$ cat src/rtl/wm_lfsr_pkg.sv
package wm_lfsr_pkg;
  typedef struct packed {
    logic load;
    logic step;
  } lfsr_ctrl_t;
endpackage

$ cat src/rtl/wm_lfsr_ctrl.sv
module wm_lfsr_ctrl
  import wm_lfsr_pkg::*;
(
  input  logic       loadKey,
  input  logic       advance,
  output lfsr_ctrl_t ctrl
);
  // Load wins over a step requested in the same cycle.
  always_comb begin
    ctrl.load = loadKey;
    ctrl.step = advance & ~loadKey;
  end
endmodule

$ cat src/rtl/wm_lfsr_dp.sv
module wm_lfsr_dp
  import wm_lfsr_pkg::*;
#(
  parameter int               WIDTH      = 8,
  parameter logic [WIDTH-1:0] TAP_MASK   = 8'h71,
  parameter logic [WIDTH-1:0] RESET_SEED = 8'h01
) (
  input  logic             clk,
  input  logic             rst,
  input  lfsr_ctrl_t       ctrl,
  input  logic [WIDTH-1:0] key,
  output logic [WIDTH-1:0] state,
  output logic [1:0]       symbol
);
  localparam int MSB = WIDTH - 1;

  logic [WIDTH-1:0] stateQ;
  logic [WIDTH-1:0] shifted;
  logic [WIDTH-1:0] nextState;
  logic             lowZero;
  logic             feedback;

  // The NOR of the low bits splices the all-zero value into the cycle.
  assign lowZero  = ~|stateQ[MSB-1:0];
  assign feedback = stateQ[MSB] ^ lowZero;
  assign shifted  = {stateQ[MSB-1:0], 1'b0};

  // One-to-many feedback: the feedback bit is XORed into each tap position.
  for (genvar b = 0; b < WIDTH; b++) begin : g_tap
    if (TAP_MASK[b]) begin : g_on
      assign nextState[b] = shifted[b] ^ feedback;
    end else begin : g_off
      assign nextState[b] = shifted[b];
    end
  end

  always_ff @(posedge clk) begin
    if (rst)            stateQ <= RESET_SEED;
    else if (ctrl.load) stateQ <= key;
    else if (ctrl.step) stateQ <= nextState;
  end

  assign state  = stateQ;
  assign symbol = (stateQ[1:0] == 2'd3) ? 2'd0 : stateQ[1:0];
endmodule

$ cat src/rtl/wm_lfsr_gen.sv
module wm_lfsr_gen
  import wm_lfsr_pkg::*;
#(
  parameter int               WIDTH      = 8,
  parameter logic [WIDTH-1:0] TAP_MASK   = 8'h71,
  parameter logic [WIDTH-1:0] RESET_SEED = 8'h01
) (
  input  logic             clk,
  input  logic             rst,
  input  logic             loadKey,
  input  logic [WIDTH-1:0] key,
  input  logic             advance,
  output logic [WIDTH-1:0] lfsrState,
  output logic [1:0]       wmSymbol
);
  lfsr_ctrl_t ctrl;

  wm_lfsr_ctrl u_ctrl (
    .loadKey (loadKey),
    .advance (advance),
    .ctrl    (ctrl)
  );

  wm_lfsr_dp #(
    .WIDTH      (WIDTH),
    .TAP_MASK   (TAP_MASK),
    .RESET_SEED (RESET_SEED)
  ) u_dp (
    .clk    (clk),
    .rst    (rst),
    .ctrl   (ctrl),
    .key    (key),
    .state  (lfsrState),
    .symbol (wmSymbol)
  );
endmodule

$ cat config.mk
export PLATFORM = sky130hd
export DESIGN_NAME = wm_lfsr_gen
export DESIGN_NICKNAME = d
export VERILOG_FILES = /design/src/rtl/wm_lfsr_pkg.sv /design/src/rtl/wm_lfsr_ctrl.sv /design/src/rtl/wm_lfsr_dp.sv /design/src/rtl/wm_lfsr_gen.sv
export SDC_FILE = /design/constraint.sdc
export NUM_CORES = 1
export LEC_CHECK = 0
export BUFFER_PORTS_ARGS = -buffer_cell sky130_fd_sc_hd__buf_2
export CORE_MARGIN = 2
export CORE_UTILIZATION = 35
export DETAILED_ROUTE_END_ITERATION = 8
export SYNTH_ARGS = -nofsm -noshare
export SYNTH_HDL_FRONTEND = slang
export SYNTH_SLANG_ARGS = --single-unit
$ cat constraint.sdc
create_clock -name clk -period 1.4 [get_ports clk]
set_input_delay 0 -clock clk [delete_from_list [all_inputs] [get_ports clk]]
set_output_delay 0 -clock clk [all_outputs]
set_load 0.02 [all_outputs]
==> key figures <==
Critical path
  • Reg-to-reg setup timing slack: 150 ps
  • Critical path fanouts, max: 4
  • Worst Setup End Kind: flop
  • WS Path Type: reg2reg
  • Crit path DAT: 1430 ps
  • R2R depth: 4
  • Startpoint Class: flop
  • Reg2reg end: u_dp.state[4]$_SDFFE_PP0P_
  • WP data required: 1580 ps
  • Reg-to-reg startpoint: u_dp.state[2]$_SDFFE_PP0P_

Clock network
  • Post-CTS sizing: 0
  • # clock sinks: 8
  • CTS Hold Bufs: 5
  • Total number of H-tree levels: 1
  • CTS root buf: clkbuf_4
  • Worst skew pair latency: 250 ps
  • Setup Buffers After CTS: 0
  • Clk buf depth: 2
  • CTS tree: done
  • Clk slew on worst S/H paths: 60 ps
  • CTS Buf Count: 3

Global routing
  • Total GRT Usage: 16.3%
  • Vias in the first global route: 386
  • Total congestion overflow: 0
  • Largest net degree at the start of global routing: 18
  • Initial antenna violation count: 0
  • First-pass GRT wire length: 1690 um

Yosys
  • Largest family of logic cells by synthesized area: simple AND/OR/NAND/NOR gates
  • Area share of fa/ha/maj cells after synthesis: 0%
  • Syn_nets: 67
  • Prevailing post-synth register cell: dfxtp_1
  • Synth Cell Area: 458 um2
  • Synth async-reset ratio: 0%
  • Syn avg cell area: 8.33 um2
  • Area leader, netlist: dfxtp_1
  • Seq cells post-synth: 8
  • Seq/Total Area, Yosys: 35.0%
  • Netlist cell types: 18
  • Synth top area share: 35.0%
  • XOR/XNOR Fraction of Synth Area: 7.65%
  • Cells after Synth: 55
  • Warnings from Yosys: 0
  • Post-Synth Simple-Gate Area: 25.1%
  • Post-synthesis compound-gate area fraction: 17.8%
  • Synth top area cells: dfxtp_1, a21oi_1, mux2i_1
  • Top-count cell post-synth: a21oi_1
  • Commonest cells in the netlist: a21oi_1, dfxtp_1, nor2_1
  • Mux cell area share after synthesis: 8.74%
  • Post-synth EDFFs: 0

Placement
  • Inst Count DP: 86
  • Routability Congestion: 0.797
  • Detail Placement HPWL: 725 um
  • Area after DPL: 556 um2
  • Port buffer count: 21
  • DP Worst Slack: 201 ps

Finish
  • Area occupied by multi-input gates: 272 um2
  • Flip-flop and latch area: 160 um2
  • Post-route cell area: 628 um2
  • Share of cells above drive strength 1: 32.9%
  • Fin cells: 94
  • Syn-to-layout area delta: 37.2%
  • Final core occ: 50.1%
  • Layout Nets: 93
  • N_diodes: 0
  • Fillers: 124
  • Max reg flops: 8

Drt
  • Drt pass-1 iters: 4
  • Detailed Route WL: 1070 um
  • Final antenna-violating net count: 0
  • Initial drt markers: 10
  • Vias per cell: 5.07
  • Avg WL per Cell: 11.4 um
  • Drc violations: 0
  • Vias: 477

STA
  • RSZ-0062 raised after global routing: no
  • Slew @ Worst Pin: 421 ps
  • Final WS setup: 146 ps
  • Relative slew margins: 71.7%
  • Slew Viols, Final: 0
  • Final clock skew: 3.96 ps
  • Final TNS setup: 0 ps
  • Hold Fails Final Rpt: 0
  • Fmax: 797 MHz
  • Worst hold margin: 31.3 ps
  • Final worst path period share: 89.6%
  • Fin crit period: 1250 ps
  • Setup violations, final: 0

Die
  • Die H: 40.2 um
  • Core area: 1250 um2
  • Chip width: 40.2 um
  • IO Pins: 22
  • Initial core utilization: 36.6%
  • Row cnt: 13
  • Die area: 1610 um2

Worst hold path
  • Hold path endpoint: u_dp.state[2]$_SDFFE_PP0P_
  • Hold Crit Start: rst
  • HP Class: in2reg
  • Hold path depth: 2

Pwr
  • Pwr/cell area: 968 nW/um2
  • LEAKAGE: 0.282 nW
  • Design Power: 0.608 mW
  • Max rail drop VDD: 0.000420 V

Run
  • Max cap viols: 0

Outcome
  • Outcome: complete, no violations
-- placed cells by master, fill, tap and decap left out --
master	Yosys	layout
a211oi_1	1	1
o21ai_1	1	1
or2_2	1	1
nor2b_1	2	2
o22ai_1	3	3
nand2_1	1	1
dlygate4sd3_1	0	5
nor3b_1	4	4
nor3_1	1	1
mux2i_1	4	4
clkbuf_4	0	3
a21oi_1	10	10
xor2_1	4	4
nor4_4	1	1
buf_2	3	21
nor2_1	8	8
nand2b_1	1	1
dfxtp_1	8	8
-- routing by layer --
metal	vias up	wire (um)	GRT usage, %
li1	242	-	-
met5	-	0	0
met1	216	488	21.0
met2	15	504	23.4
met4	0	30	12.5
met3	4	48	3.33
-- worst max-delay path: stages (launching register included) --
cell and delay [ps]:
dfxtp_1 330, nor3_1 390, a21oi_1 150, xor2_1 160, o22ai_1 140
-- report_power, final --
part           switching [mW]  total (mW)  internal, mW
Combinational          0.0848       0.159        0.0741
Sequential             0.0245       0.269         0.245
Clock                  0.0815       0.180        0.0983
-- kinds of logic (layout without fill, tap and decap cells) --
kind of cell | after synthesis | count (layout)
and+or+nand+nor | 19 | 19
xor gates and xnor gates | 4 | 4
muxes | 4 | 4
AOI/OAI and AO/OA | 15 | 15
DFF | 8 | 8
buffers and inverters | 5 | 29
-- area by class of cell --
cell class | instances | area share, %
clock buffers | 3 | 3.59
multi-input cells | 42 | 43.2
flip-flops and latches | 8 | 25.5
well taps | 15 | 2.99
repair buffers | 26 | 24.7
-- worst max-delay path by stage --
stage	slack, ps	start	end
finish	150	u_dp.state[2]$_SDFFE_PP0P_	u_dp.state[4]$_SDFFE_PP0P_
global placement	210	u_dp.state[5]$_SDFFE_PP0P_	u_dp.state[4]$_SDFFE_PP0P_
CTS	170	u_dp.state[2]$_SDFFE_PP0P_	u_dp.state[4]$_SDFFE_PP0P_
global route	9	u_dp.state[2]$_SDFFE_PP0P_	u_dp.state[4]$_SDFFE_PP0P_
detailed placement	200	u_dp.state[2]$_SDFFE_PP0P_	u_dp.state[4]$_SDFFE_PP0P_
floorplan	220	u_dp.state[5]$_SDFFE_PP0P_	u_dp.state[4]$_SDFFE_PP0P_
Note: power is estimated with default switching activity, not from simulation.
